## src/rtl/ea_pkg.sv

```systemverilog
// Package: shared mode codes and decoded control word for the operand locator.
// Assumes a 4-bit mode code; codes above 8 are treated as implied.
package ea_pkg;
    localparam int unsigned MODE_W = 4;

    typedef enum logic [MODE_W-1:0] {
        AM_IMPLIED  = 4'd0,
        AM_IMMED    = 4'd1,
        AM_DIRECT   = 4'd2,
        AM_INDIRECT = 4'd3,
        AM_REG      = 4'd4,
        AM_REG_IND  = 4'd5,
        AM_POST_INC = 4'd6,
        AM_PRE_DEC  = 4'd7,
        AM_INDEXED  = 4'd8
    } am_t;

    typedef struct packed {
        logic use_mem;       // at least one memory read
        logic two_reads;     // pointer read before operand read
        logic addr_from_reg; // base address is the selected register
        logic add_field;     // address is field + register
        logic step_up;       // register += 1 after use
        logic step_down;     // register -= 1 before use
        logic op_from_field; // operand is the field itself
        logic op_from_reg;   // operand is the register itself
    } am_ctrl_t;
endpackage

```

## src/rtl/ea_mode_decode.sv

```systemverilog
// Module: ea_mode_decode
// Turns the mode code into a control word. Purely combinational.
// Assumes unknown codes behave as implied (all controls low).
module ea_mode_decode
    import ea_pkg::*;
(
    input  logic [MODE_W-1:0] mode,
    output am_ctrl_t          ctrl
);
    // Map each mode code to its control word.
    always_comb begin
        ctrl = '0;
        case (mode)
            AM_IMMED:    ctrl.op_from_field = 1'b1;
            AM_DIRECT:   ctrl.use_mem = 1'b1;
            AM_INDIRECT: begin
                ctrl.use_mem   = 1'b1;
                ctrl.two_reads = 1'b1;
            end
            AM_REG:      ctrl.op_from_reg = 1'b1;
            AM_REG_IND:  begin
                ctrl.use_mem       = 1'b1;
                ctrl.addr_from_reg = 1'b1;
            end
            AM_POST_INC: begin
                ctrl.use_mem       = 1'b1;
                ctrl.addr_from_reg = 1'b1;
                ctrl.step_up       = 1'b1;
            end
            AM_PRE_DEC:  begin
                ctrl.use_mem       = 1'b1;
                ctrl.addr_from_reg = 1'b1;
                ctrl.step_down     = 1'b1;
            end
            AM_INDEXED:  begin
                ctrl.use_mem   = 1'b1;
                ctrl.add_field = 1'b1;
            end
            default: ctrl = '0;
        endcase
    end
endmodule

```

## src/rtl/ea_regfile.sv

```systemverilog
// Module: ea_regfile
// General register file with one combinational read port and two write
// ports: the auto-step write-back and an outside write port.
// Assumes write-back has priority when both target the same register.
module ea_regfile #(
    parameter int unsigned NUM_REGS = 8,
    parameter int unsigned WORD_W   = 16,
    localparam int unsigned SEL_W   = $clog2(NUM_REGS)
) (
    input  logic              clk,
    input  logic              rst_n,
    input  logic              ext_we,
    input  logic [SEL_W-1:0]  ext_idx,
    input  logic [WORD_W-1:0] ext_val,
    input  logic              wb_we,
    input  logic [SEL_W-1:0]  wb_idx,
    input  logic [WORD_W-1:0] wb_val,
    input  logic [SEL_W-1:0]  rd_idx,
    output logic [WORD_W-1:0] rd_val
);
    logic [WORD_W-1:0] regs [NUM_REGS];

    // Register storage: reset to zero, write-back wins over outside write.
    always_ff @(posedge clk) begin
        for (int i = 0; i < NUM_REGS; i++) begin
            if (!rst_n)
                regs[i] <= '0;
            else if (wb_we && wb_idx == SEL_W'(i))
                regs[i] <= wb_val;
            else if (ext_we && ext_idx == SEL_W'(i))
                regs[i] <= ext_val;
        end
    end

    // Read port: current content of the selected register.
    assign rd_val = regs[rd_idx];


    wb_wins_chk: assert property (@(posedge clk) disable iff (!rst_n)
        wb_we |=> regs[$past(wb_idx)] == $past(wb_val));


    ext_write_chk: assert property (@(posedge clk) disable iff (!rst_n)
        (ext_we && !(wb_we && wb_idx == ext_idx)) |=>
            regs[$past(ext_idx)] == $past(ext_val));
endmodule

```

## src/rtl/ea_seq.sv

```systemverilog
// Module: ea_seq
// Sequencer: accepts a request when idle, issues zero, one or two memory
// reads through a request/ready handshake, and registers the results.
// Assumes read data is valid in the cycle mem_ready is high.
module ea_seq #(
    parameter int unsigned WORD_W = 16
) (
    input  logic              clk,
    input  logic              rst_n,
    input  logic              start,
    input  logic              use_mem,
    input  logic              two_reads,
    input  logic [WORD_W-1:0] first_addr,
    input  logic [WORD_W-1:0] direct_operand,
    input  logic              mem_ready,
    input  logic [WORD_W-1:0] mem_rdata,
    output logic              accept,
    output logic              busy,
    output logic              done,
    output logic [WORD_W-1:0] operand,
    output logic [WORD_W-1:0] eff_addr,
    output logic              mem_req,
    output logic [WORD_W-1:0] mem_addr
);
    typedef enum logic [1:0] {S_IDLE, S_PTR, S_DATA} seq_state_t;

    seq_state_t        state;
    logic [WORD_W-1:0] addr_q;

    assign accept   = start && (state == S_IDLE);
    assign busy     = (state != S_IDLE);
    assign mem_req  = (state != S_IDLE);
    assign mem_addr = addr_q;

    // State walk and result capture.
    always_ff @(posedge clk) begin
        if (!rst_n) begin
            state    <= S_IDLE;
            addr_q   <= '0;
            done     <= 1'b0;
            operand  <= '0;
            eff_addr <= '0;
        end else begin
            done <= 1'b0;
            case (state)
                S_IDLE: begin
                    if (start) begin
                        if (use_mem) begin
                            addr_q <= first_addr;
                            state  <= two_reads ? S_PTR : S_DATA;
                        end else begin
                            operand  <= direct_operand;
                            eff_addr <= '0;
                            done     <= 1'b1;
                        end
                    end
                end
                S_PTR: begin
                    if (mem_ready) begin
                        addr_q <= mem_rdata;
                        state  <= S_DATA;
                    end
                end
                S_DATA: begin
                    if (mem_ready) begin
                        operand  <= mem_rdata;
                        eff_addr <= addr_q;
                        done     <= 1'b1;
                        state    <= S_IDLE;
                    end
                end
                default: state <= S_IDLE;
            endcase
        end
    end


    mem_hold_chk: assert property (@(posedge clk) disable iff (!rst_n)
        (mem_req && !mem_ready) |=> (mem_req && $stable(mem_addr)));


    ptr_follow_chk: assert property (@(posedge clk) disable iff (!rst_n)
        (state == S_PTR && mem_ready) |=> (mem_req && mem_addr == $past(mem_rdata)));


    done_pulse_chk: assert property (@(posedge clk) disable iff (!rst_n)
        done |=> !done);


    done_idle_chk: assert property (@(posedge clk) disable iff (!rst_n)
        done |-> !busy);
endmodule

```

## src/rtl/operand_locator.sv

```systemverilog
// Module: operand_locator (top)
// Resolves an operand and effective address from a mode code, an
// address/immediate field and a register select. Holds the register file,
// the mode decoder and the read sequencer; computes the first address and
// the auto-step write-back value.
// Assumes addresses and data share one word width.
module operand_locator
    import ea_pkg::*;
#(
    parameter int unsigned NUM_REGS = 8,
    parameter int unsigned WORD_W   = 16,
    localparam int unsigned SEL_W   = $clog2(NUM_REGS)
) (
    input  logic              clk,
    input  logic              rst_n,
    input  logic              start,
    input  logic [MODE_W-1:0] mode,
    input  logic [WORD_W-1:0] field,
    input  logic [SEL_W-1:0]  sel,
    output logic              busy,
    output logic              done,
    output logic [WORD_W-1:0] operand,
    output logic [WORD_W-1:0] eff_addr,
    output logic              mem_req,
    output logic [WORD_W-1:0] mem_addr,
    input  logic              mem_ready,
    input  logic [WORD_W-1:0] mem_rdata,
    input  logic              rf_we,
    input  logic [SEL_W-1:0]  rf_waddr,
    input  logic [WORD_W-1:0] rf_wdata
);
    am_ctrl_t          ctrl;
    logic [WORD_W-1:0] reg_val;
    logic [WORD_W-1:0] first_addr;
    logic [WORD_W-1:0] direct_operand;
    logic [WORD_W-1:0] wb_val;
    logic              wb_we;
    logic              accept;

    ea_mode_decode u_dec (
        .mode (mode),
        .ctrl (ctrl)
    );

    ea_regfile #(.NUM_REGS(NUM_REGS), .WORD_W(WORD_W)) u_rf (
        .clk     (clk),
        .rst_n   (rst_n),
        .ext_we  (rf_we),
        .ext_idx (rf_waddr),
        .ext_val (rf_wdata),
        .wb_we   (wb_we),
        .wb_idx  (sel),
        .wb_val  (wb_val),
        .rd_idx  (sel),
        .rd_val  (reg_val)
    );

    // First memory address for the selected mode.
    always_comb begin
        if (ctrl.step_down)
            first_addr = reg_val - WORD_W'(1);
        else if (ctrl.addr_from_reg)
            first_addr = reg_val;
        else if (ctrl.add_field)
            first_addr = field + reg_val;
        else
            first_addr = field;
    end

    // Operand for modes that need no memory read.
    always_comb begin
        if (ctrl.op_from_field)
            direct_operand = field;
        else if (ctrl.op_from_reg)
            direct_operand = reg_val;
        else
            direct_operand = '0;
    end

    // Auto-step write-back, applied on the accepting edge.
    assign wb_we  = accept && (ctrl.step_up || ctrl.step_down);
    assign wb_val = ctrl.step_up ? (reg_val + WORD_W'(1)) : (reg_val - WORD_W'(1));

    ea_seq #(.WORD_W(WORD_W)) u_seq (
        .clk            (clk),
        .rst_n          (rst_n),
        .start          (start),
        .use_mem        (ctrl.use_mem),
        .two_reads      (ctrl.two_reads),
        .first_addr     (first_addr),
        .direct_operand (direct_operand),
        .mem_ready      (mem_ready),
        .mem_rdata      (mem_rdata),
        .accept         (accept),
        .busy           (busy),
        .done           (done),
        .operand        (operand),
        .eff_addr       (eff_addr),
        .mem_req        (mem_req),
        .mem_addr       (mem_addr)
    );


    nomem_latency_chk: assert property (@(posedge clk) disable iff (!rst_n)
        (start && !busy && !ctrl.use_mem) |=> (done && !mem_req));


    busy_start_chk: assert property (@(posedge clk) disable iff (!rst_n)
        (start && !busy) |=> (busy || done));
endmodule

```

## config.mk

```make
export PLATFORM = sky130hd
export DESIGN_NAME = operand_locator
export DESIGN_NICKNAME = d
export VERILOG_FILES = /design/src/rtl/ea_pkg.sv /design/src/rtl/ea_mode_decode.sv /design/src/rtl/ea_regfile.sv /design/src/rtl/ea_seq.sv /design/src/rtl/operand_locator.sv
export SDC_FILE = /design/constraint.sdc
export NUM_CORES = 1
export LEC_CHECK = 0
export BUFFER_PORTS_ARGS = -buffer_cell sky130_fd_sc_hd__buf_2
export CORE_ASPECT_RATIO = 1.1
export CORE_MARGIN = 4
export CORE_UTILIZATION = 62
export CTS_CLUSTER_SIZE = 30
export DETAILED_ROUTE_END_ITERATION = 6
export HOLD_SLACK_MARGIN = 0.12
export PLACE_DENSITY = 0.83
export SLEW_MARGIN = 40
export SYNTH_ARGS = -nofsm -noshare
export SYNTH_HDL_FRONTEND = slang
export SYNTH_HIERARCHICAL = 1
export SYNTH_SLANG_ARGS = --single-unit
```

## constraint.sdc

```tcl
create_clock -name clk -period 8.03 [get_ports clk]
set_clock_uncertainty 0.1 [all_clocks]
set_input_delay 0.803 -clock clk [delete_from_list [all_inputs] [get_ports clk]]
set_output_delay 0.803 -clock clk [all_outputs]
set_load 0.02 [all_outputs]
```

==> results of run 1 <==
## worst paths after layout
check,from,slack [ns],end
hold reg to reg,u_seq/operand[10],0.36,u_seq/operand[10]
hold / removal,u_seq/operand[10],0.36,u_seq/operand[10]
setup reg to reg,u_rf/regs[0][1],4.27,u_rf/regs[4][10]
setup / recovery,sel[0],3.52,u_seq/mem_addr[11]
## placed cells by master, fill, tap and decap left out, drive strengths merged, types with 19 or more instances in the layout
cell | synthesis | layout
buf | 54 | 134
nand2 | 132 | 132
edfxtp | 128 | 128
a22o | 96 | 96
dfxtp | 51 | 51
o21ai | 41 | 41
a21oi | 40 | 40
o22ai | 37 | 37
mux4 | 32 | 32
a21o | 29 | 29
nor2 | 29 | 29
nand2b | 27 | 27
mux2i | 27 | 27
nand3 | 23 | 23
inv | 12 | 19
## worst max-delay path, stage by stage
cell and delay (ns):
buf_2 0.25, buf_4 0.58, mux4_2 0.59, mux2_2 0.38
ha_1 0.44, nand2_1 0.10, o21ai_0 0.42, o21ai_0 0.16
a31oi_1 0.24, mux2_2 0.36, o21ai_1 0.14, a21o_1 0.13
o221a_2 0.17
## synthesized netlist by cell type (all sizes together), types with 3 or more instances
| cell | n | area, um^2 |
|---|---|---|
| nand4 | 7 | 43.8 |
| a311oi | 4 | 87.6 |
| o21ai | 41 | 205 |
| nand3b | 3 | 26.3 |
| nor3 | 8 | 56.3 |
| a32o | 16 | 160 |
| xor2 | 11 | 96.3 |
| o21a | 17 | 128 |
| o211ai | 18 | 135 |
| mux4 | 32 | 721 |
| o32a | 3 | 30.0 |
| xnor2 | 12 | 105 |
| ha | 17 | 213 |
| nand2b | 27 | 169 |
| nor2 | 29 | 109 |
| nor3b | 11 | 92.6 |
| mux2 | 18 | 203 |
| a21oi | 40 | 211 |
| inv | 12 | 45.0 |
| nor2b | 6 | 40.0 |
| a211oi | 6 | 70.1 |
| mux2i | 27 | 270 |
| o22ai | 37 | 238 |
| or3 | 6 | 47.5 |
| a21o | 29 | 218 |
| dfxtp | 51 | 1020 |
| a31oi | 6 | 37.5 |
| a22o | 96 | 856 |
| and3 | 8 | 53.8 |
| o31ai | 4 | 30.0 |
| or2 | 4 | 25.0 |
| buf | 54 | 352 |
| clkbuf | 60 | 246 |
| or4 | 3 | 26.3 |
| nor4b | 3 | 38.8 |
| o221ai | 3 | 26.3 |
| nor4 | 5 | 61.3 |
| edfxtp | 128 | 3840 |
| o221a | 16 | 180 |
| nand3 | 23 | 120 |
| nand2 | 132 | 495 |
## sequential cells by signal (all words and copies together), names as in the netlist
register / flops
u_seq/done: 1
u_seq/eff_addr: 16
u_seq/operand: 16
u_rf/regs: 128
u_seq/state: 2
u_seq/mem_addr: 16
## kinds of logic (layout without fill, tap and decap cells)
logic type      Yosys count  in the layout  share of synthesized area [%]
simple gates            283            283                           13.0
mux                      77             77                           10.5
fa+ha+maj                18             18                           2.05
compound gates          351            351                           24.2
flops                   179            179                           42.8
xor+xnor                 23             23                           1.77
buf+inv                 126            177                           5.66
## power groups by stage
stage	sequential [mW]	clock, mW	combinational [mW]
floorplan	1.08	0	0.337
global placement	1.07	0	0.447
detailed placement	1.07	0	0.457
CTS	1.05	0.819	0.462
global route	1.06	0.852	0.507
finish	1.05	0.809	0.473
## per-layer routing
layer	up-vias	wire, um	GRT usage (%)
met3	86	3130	5.14
met2	622	15100	50.9
met5	-	0	0
li1	4198	-	-
met4	0	1050	14.1
met1	4440	11800	39.0
## final cells by class
type / instances / area, um^2
timing repair buffer: 134 / 732
sequential: 179 / 4870
inverter: 12 / 45.0
clock buffer: 18 / 429
clock inverter: 13 / 126
multi-input combinational: 752 / 5960
fill: 1327 / 5410
tap: 238 / 298
## metrics by stage
step / instance area (um^2) / total power [mW] / setup WS, ns / hold WS, ns
2_1_floorplan: 11400 / 1.41 / 3.75 / 0.437
3_3_place_gp: 11800 / 1.52 / 3.19 / 0.346
3_5_place_dp: 11900 / 1.53 / 3.11 / 0.349
4_1_cts: 12400 / 2.34 / 3.56 / 0.358
5_1_grt: 12500 / 2.42 / 3.27 / 0.379
6_report: 12500 / 2.34 / 3.52 / 0.356
==> impl_metrics.env, run 1 <==
export IMPL_outcome="completed"
export IMPL_drive_above_1_share_pct=26.0
export IMPL_start_util_pct=63.6
export IMPL_post_route_util_pct=69.7
export IMPL_critPathMaxFanout=36
export IMPL_power_density_mw_per_mm2=188
export IMPL_grt_pass1_wl_mm=48.4
export IMPL_ant_nets=0
export IMPL_areaGrowthSynthToFinish_pct=9.62
export IMPL_max_cap_violations=0
export IMPL_dr_pass1_iters=5
export IMPL_vdd_drop_max_mv=0.154
export IMPL_hold_class="flip-flop to flip-flop"
export IMPL_end_kind="flip-flop"
export IMPL_grt_overflow_total=0
export IMPL_drt_iter0_drc=1054
export IMPL_vias=9346
export IMPL_cts_max_level=4
export IMPL_ys_ff_latch=179
export IMPL_worstPathArrival_ns=4.79
export IMPL_worst_slew_pin_slew_ns=0.800
export IMPL_die_area_mm2=0.0206
export IMPL_totalWireLength_mm=31.1
export IMPL_whs_path_depth=2
export IMPL_syn_instance_count=1057
export IMPL_fin_setup_tns_ns=0
export IMPL_slew_violations=0
export IMPL_intPower_mw=1.64
export IMPL_grt_use_total_pct=30.6
export IMPL_r2r_cells=11
export IMPL_clkTransAtPathRegs_ns=0.06
export IMPL_cts_sinks=179
export IMPL_async_reset_ff_share_pct=0
export IMPL_io_buffers=113
export IMPL_ios=114
export IMPL_vias_per_cell=6.94
export IMPL_n_antenna_cell=0
export IMPL_yosysWarnings=6
export IMPL_hold_violations=0
export IMPL_dp_cells=1314
export IMPL_nets=1177
export IMPL_final_cells=1346
export IMPL_synth_edff_count=128
export IMPL_postCtsSetupRepairBufs=0
export IMPL_gp_congestion=0.957
export IMPL_min_period_ns=4.51
export IMPL_rsz0062_at_grt="false"
export IMPL_die_x_um=137
export IMPL_clkLatencyLatePin_ns=0.44
export IMPL_dp_hpwl_mm=20.9
export IMPL_setup_viol=0
export IMPL_p_leak_nw=4.85
export IMPL_syn_nets=1138
export IMPL_ys_types=84
export IMPL_grt_pass1_vias=9096
export IMPL_antenna_found_initial=0
export IMPL_syn_avg_cell_area_um2=10.7
export IMPL_clkPwrFrac_pct=34.6
export IMPL_die_h_um=150
export IMPL_p_comb_share_pct=20.2
export IMPL_drc=0
export IMPL_period_share_pct=56.1
export IMPL_cts_resized=0
export IMPL_crit_path_start_kind="primary input"
export IMPL_cts_root_buf="clkbuf_16"
export IMPL_wire_per_inst_um=23.1
export IMPL_max_clock_freq_mhz=222
export IMPL_netSwitchingFraction_pct=29.9
export IMPL_grt_max_degree=73
export IMPL_netlist_area_mm2=0.0114
export IMPL_cts_tree="built"
export IMPL_cts_made_buffers=17
export IMPL_cts_buffer_depth=2
export IMPL_ys_seq_area_share_pct=42.8
export IMPL_rows=51
export IMPL_crit_required_ns=8.31
export IMPL_power_frac_seq_pct=45.1
export IMPL_switchingPower_mw=0.698
export IMPL_path_class="primary input to flip-flop"
export IMPL_core_area_mm2=0.0179
export IMPL_hold_buffers=0
export IMPL_ys_flop_type="edfxtp_1"
export IMPL_slew_headroom_pct=46.7
Note: power is estimated with default switching activity, not from simulation.
==> inputs of run 2 (changes only) <==
--- a/config.mk
+++ b/config.mk
@@ -8,11 +8,11 @@
 export BUFFER_PORTS_ARGS = -buffer_cell sky130_fd_sc_hd__buf_2
 export CORE_ASPECT_RATIO = 1.1
 export CORE_MARGIN = 4
-export CORE_UTILIZATION = 62
+export CORE_UTILIZATION = 54
 export CTS_CLUSTER_SIZE = 30
 export DETAILED_ROUTE_END_ITERATION = 6
 export HOLD_SLACK_MARGIN = 0.12
-export PLACE_DENSITY = 0.83
+export PLACE_DENSITY = 0.77
 export SLEW_MARGIN = 40
 export SYNTH_ARGS = -nofsm -noshare
 export SYNTH_HDL_FRONTEND = slang
==> constraint.sdc (replaced) <==
create_clock -name clk -period 4 [get_ports clk]
set_clock_uncertainty 0.1 [all_clocks]
set_input_delay 0.4 -clock clk [delete_from_list [all_inputs] [get_ports clk]]
set_output_delay 0.4 -clock clk [all_outputs]
set_load 0.02 [all_outputs]
==> run 2 against run 1 <==
Effect of this change: wire length increased by 5.0%; sequential share of layout area down 1.3 points; via count rose by 0.94%; critical endpoint is now u_seq/mem_addr[12].
==> impl_metrics.env, run 2 (synthesis gave the netlist of run 1 again) <==
export IMPL_outcome="completed"
export IMPL_crit_required_ns=4.23
export IMPL_io_buffers=113
export IMPL_worst_slack_ns=0.292
export IMPL_postCtsSetupRepairBufs=0
export IMPL_die_x_um=146
export IMPL_dp_hpwl_mm=22.9
export IMPL_gp_congestion=0.891
export IMPL_largest_reg_flops=128
export IMPL_cts_root_buf="clkbuf_16"
export IMPL_drt_iter0_drc=979
export IMPL_period_share_pct=92.7
export IMPL_r2r_cells=12
export IMPL_vdd_drop_max_mv=0.303
export IMPL_ios=114
export IMPL_setup_viol=0
export IMPL_totalWireLength_mm=32.7
export IMPL_min_period_ns=3.71
export IMPL_max_clock_freq_mhz=270
export IMPL_cts_buffer_depth=2
export IMPL_dp_slack_ns=0.00368
export IMPL_cts_resized=0
export IMPL_worstPathArrival_ns=3.94
export IMPL_drc=0
export IMPL_top_register="u_rf/regs"
export IMPL_grt_max_degree=70
export IMPL_grt_pass1_wl_mm=51.1
export IMPL_max_cap_violations=0
export IMPL_crit_path_start_kind="flip-flop"
export IMPL_start_util_pct=55.0
export IMPL_hold_buffers=0
export IMPL_rows=55
export IMPL_cts_max_level=4
export IMPL_dr_pass1_iters=6
export IMPL_critPathSlowestCell="a211oi_1"
export IMPL_grt_overflow_total=0
export IMPL_cts_sinks=179
export IMPL_clkLatencyLatePin_ns=0.44
export IMPL_fillers=1627
export IMPL_worst_slew_pin_slew_ns=0.891
export IMPL_crit_chain="mux4_2 > mux2_2 > ha_1 > fa_1 > a21oi_1 > o22ai_1 > a211oi_1 > o31ai_1 > xnor2_1 > a21oi_1 > a21o_1 > o221a_2"
export IMPL_power_density_mw_per_mm2=373
export IMPL_critPathMaxFanout=3
export IMPL_areaGrowthSynthToFinish_pct=13.4
export IMPL_vias=9434
export IMPL_slew_violations=0
export IMPL_hold_ws_ns=0.258
export IMPL_end_kind="flip-flop"
export IMPL_hold_violations=0
export IMPL_path_common_cell="a21oi_1"
export IMPL_path_class="flip-flop to flip-flop"
export IMPL_rsz0062_at_grt="false"
export IMPL_post_route_util_pct=62.4
export IMPL_cts_made_buffers=17
export IMPL_slowest_delay_ns=0.49
export IMPL_whs_path_depth=4
export IMPL_wire_per_inst_um=23.1
export IMPL_final_common_cell="nand2_1"
export IMPL_hold_class="primary input to flip-flop"
export IMPL_die_h_um=160
export IMPL_die_area_mm2=0.0234
export IMPL_fin_setup_tns_ns=0
export IMPL_grt_pass1_vias=9007
export IMPL_grt_use_total_pct=27.6
export IMPL_p_leak_nw=5.12
export IMPL_drive_above_1_share_pct=28.7
export IMPL_core_area_mm2=0.0206
export IMPL_clkTransAtPathRegs_ns=0.07
export IMPL_most_common_layout_cells="132 x nand2_1, 128 x edfxtp_1, 112 x buf_2, 84 x a22o_1, 68 x buf_4"
export IMPL_ant_nets=0
export IMPL_vias_per_cell=6.66
export IMPL_cts_tree="built"
export IMPL_antenna_found_initial=0
export IMPL_nets=1228
export IMPL_slew_headroom_pct=40.2
run 2: cell count changes in the layout (fill, tap and decap cells not counted), moves of 4 or more:
cell,previous run,this run
buf_4,22,68
nand3_1,18,22
nor2_1,24,28
nand3_2,5,1
run 2: stage by stage:
| stage | power [mW] | instance area [um^2] | instances |
|---|---|---|---|
| final | 4.81 | 12900 | 1417 |
| after global routing | 5.00 | 12900 | 1416 |
| after CTS | 4.81 | 12900 | 1416 |
| after detailed placement | 3.17 | 12300 | 1384 |
| after global placement | 3.15 | 12200 | 1378 |
| after floorplan | 2.84 | 11400 | 1057 |
run 2: where the power goes:
part,switching (mW),internal [mW]
sequential,0.0354,2.07
combinational,0.631,0.416
clock,0.815,0.839
run 2: layer usage:
metal | wire length (um) | global-route usage [%]
met1 | 12800 | 35.7
met2 | 16000 | 46.0
met3 | 2760 | 5.73
met4 | 1080 | 10.2
met5 | 0 | 0
run 2: final cells by class:
cell class | instances | area (um^2) | area share (%)
well taps | 256 | 320 | 2.49
multi-input cells | 752 | 5920 | 45.9
clock inverters | 15 | 154 | 1.19
repair buffers | 185 | 1150 | 8.95
clock buffers | 17 | 425 | 3.30
flip-flops and latches | 179 | 4870 | 37.8
diodes | 1 | 2.50 | 0.0194
inverters | 12 | 45.0 | 0.349
run 2: final timing paths:
check / startpoint / to / slack (ns)
max: u_rf/regs[0][0] / u_seq/mem_addr[12] / 0.29
min: mem_ready / u_seq/state[0] / 0.26
max reg2reg: u_rf/regs[0][0] / u_seq/mem_addr[12] / 0.29
min reg2reg: u_seq/operand[14] / u_seq/operand[14] / 0.36
run 2: worst max-delay path: cells and delay by family, from the launching register on:
kind                     cells  cell delay, ns
XOR/XNOR                     1            0.17
adder cells (fa/ha/maj)      2            0.65
AO/OA/AOI/OAI                7            1.50
multiplexers                 2            0.78
flip-flops                   1            0.41
==> inputs of run 3 (changes only) <==
--- a/config.mk
+++ b/config.mk
@@ -5,14 +5,14 @@
 export SDC_FILE = /design/constraint.sdc
 export NUM_CORES = 1
 export LEC_CHECK = 0
-export BUFFER_PORTS_ARGS = -buffer_cell sky130_fd_sc_hd__buf_2
 export CORE_ASPECT_RATIO = 1.1
 export CORE_MARGIN = 4
-export CORE_UTILIZATION = 54
+export CORE_UTILIZATION = 59
 export CTS_CLUSTER_SIZE = 30
 export DETAILED_ROUTE_END_ITERATION = 6
+export DONT_BUFFER_PORTS = 1
 export HOLD_SLACK_MARGIN = 0.12
-export PLACE_DENSITY = 0.77
+export PLACE_DENSITY = 0.78
 export SLEW_MARGIN = 40
 export SYNTH_ARGS = -nofsm -noshare
 export SYNTH_HDL_FRONTEND = slang
==> run 3 against run 2 <==
Effect of this change: power is 2.7% lower; register-to-register slack better by 0.04 ns; critical path depth is 1 lower; sequential power hardly changed; largest cell class unchanged.
==> impl_metrics.env, run 3 (synthesis gave the netlist of run 1 again) <==
export IMPL_final_cells=1281
export IMPL_most_common_layout_cells="132 x nand2_1, 128 x edfxtp_1, 84 x a22o_1, 50 x dfxtp_1, 40 x buf_4"
export IMPL_setup_worst_path_start="u_rf/regs[2][3]"
export IMPL_max_cap_violations=0
export IMPL_vdd_drop_max_mv=0.334
export IMPL_end_kind="flip-flop"
export IMPL_total_power_mw=4.68
export IMPL_seq_area_mm2=0.00487
export IMPL_dr_pass1_iters=6
export IMPL_worst_path_stages=11
export IMPL_crit_chain="mux4_2 > mux2_2 > ha_1 > nand4_1 > a21oi_1 > o21ai_0 > a31oi_1 > mux2_2 > o21ai_1 > a21o_1 > o221a_2"
export IMPL_min_period_ns=3.67
export IMPL_clkLatencyLatePin_ns=0.44
export IMPL_vias_per_cell=6.99
export IMPL_max_clock_freq_mhz=273
export IMPL_ios=114
export IMPL_areaGrowthSynthToFinish_pct=7.97
export IMPL_dp_hpwl_mm=21.2
export IMPL_nets=1106
export IMPL_core_area_mm2=0.0187
export IMPL_cts_made_buffers=17
export IMPL_slowest_delay_ns=0.46
export IMPL_vias=8950
export IMPL_rsz0062_at_grt="false"
export IMPL_outcome="completed"
export IMPL_period_share_pct=91.7
export IMPL_path_common_cell="mux2_2"
export IMPL_worstPathArrival_ns=3.96
export IMPL_die_x_um=140
export IMPL_grt_overflow_total=0
export IMPL_r2r_cells=11
export IMPL_p_leak_nw=4.52
export IMPL_die_h_um=154
export IMPL_rrSetupSlack_ns=0.33
export IMPL_r2r_end="u_seq/mem_addr[11]"
export IMPL_crit_family="compound AO/OA/AOI/OAI gates"
export IMPL_ant_nets=0
export IMPL_critPathBufInv=0
export IMPL_cts_sinks=179
export IMPL_die_area_mm2=0.0215
export IMPL_fillers=1450
export IMPL_wire_per_inst_um=24.6
export IMPL_final_common_cell="nand2_1"
export IMPL_crit_required_ns=4.29
export IMPL_dp_cells=1230
export IMPL_grt_use_total_pct=28.8
export IMPL_cts_buffer_depth=2
export IMPL_r2r_start="u_rf/regs[2][3]"
export IMPL_antenna_found_initial=0
export IMPL_hold_violations=0
export IMPL_worst_slew_pin_slew_ns=0.801
export IMPL_largest_reg_flops=128
export IMPL_cts_root_buf="clkbuf_16"
export IMPL_multiInputGateArea_mm2=0.00592
export IMPL_rows=52
export IMPL_start_util_pct=60.8
export IMPL_crit_path_start_kind="flip-flop"
export IMPL_totalWireLength_mm=31.5
export IMPL_grt_pass1_wl_mm=48.8
export IMPL_power_density_mw_per_mm2=382
export IMPL_drt_iter0_drc=1317
export IMPL_cts_resized=0
export IMPL_setup_viol=0
export IMPL_cp_endpoint="u_seq/mem_addr[11]"
export IMPL_fin_setup_tns_ns=0
export IMPL_grt_pass1_vias=8559
export IMPL_slew_headroom_pct=46.2
export IMPL_drc=0
export IMPL_worst_slack_ns=0.331
export IMPL_drive_above_1_share_pct=18.3
export IMPL_hold_class="primary input to flip-flop"
export IMPL_dp_slack_ns=0.415
export IMPL_cts_tree="built"
export IMPL_cts_max_level=4
export IMPL_gp_congestion=1.03
export IMPL_critPathMaxFanout=10
export IMPL_clkTransAtPathRegs_ns=0.07
export IMPL_top_register="u_rf/regs"
export IMPL_grt_max_degree=68
export IMPL_slew_violations=0
export IMPL_n_antenna_cell=0
export IMPL_path_class="flip-flop to flip-flop"
export IMPL_critPathSlowestCell="mux4_2"
export IMPL_io_buffers=0
## run 3: cell count changes in the layout (fill, tap and decap cells not counted), moves of 3 or more
cell           before  now
buf_4              68   40
dlygate4sd3_1       0   17
buf_2             112    0
inv_8               6    1
inv_6               5    2
clkinv_1            0    3
## run 3: where the power goes
group	switching (mW)	internal [mW]
Sequential	0.0616	2.07
Combinational	0.531	0.357
Clock	0.739	0.919
## run 3: area by class of cell
| type | instances | area share (%) |
|---|---|---|
| Timing Repair Buffer | 63 | 4.59 |
| Sequential cell | 179 | 39.7 |
| Clock buffer | 19 | 3.53 |
| Multi-Input combinational cell | 752 | 48.3 |
| Inverter | 12 | 0.367 |
| Clock inverter | 13 | 1.09 |
| Tap cell | 243 | 2.48 |
## run 3: how the worst min path moves through the flow
stage	from	end	slack [ns]	depth (start not counted)
2_1_floorplan	u_seq/operand[0]	u_seq/operand[0]	0.44	2
3_3_place_gp	u_seq/operand[13]	u_seq/operand[13]	0.45	2
3_5_place_dp	u_seq/operand[10]	u_seq/operand[10]	0.45	2
4_1_cts	rf_wdata[8]	u_rf/regs[0][8]	0.12	2
5_1_grt	rf_wdata[8]	u_rf/regs[0][8]	0.12	2
6_report	rf_wdata[8]	u_rf/regs[0][8]	0.13	2
## run 3: metal layers
metal	track usage [%]	vias up	part of all wire, %
met5	0	-	0
met1	37.0	4318	38
met4	11.1	0	3.0
li1	-	4043	-
met3	5.62	83	9.3
met2	48.3	506	49
## run 3: timing repair
action                                 4_1_cts  5_1_grt
endpoints found under the hold margin      162        0
hold buffers                                18        0
setup buffers                                0        0
## run 3: metrics by stage
| stage | utilization (%) | area, um^2 | hold WS (ns) |
|---|---|---|---|
| floorplan | - | 11400 | 0.437 |
| global placement | 61.1 | 11400 | 0.447 |
| detailed placement | 61.6 | 11500 | 0.454 |
| CTS | 65.7 | 12300 | 0.120 |
| global route | 65.7 | 12300 | 0.124 |
| finish | 65.7 | 12300 | 0.128 |
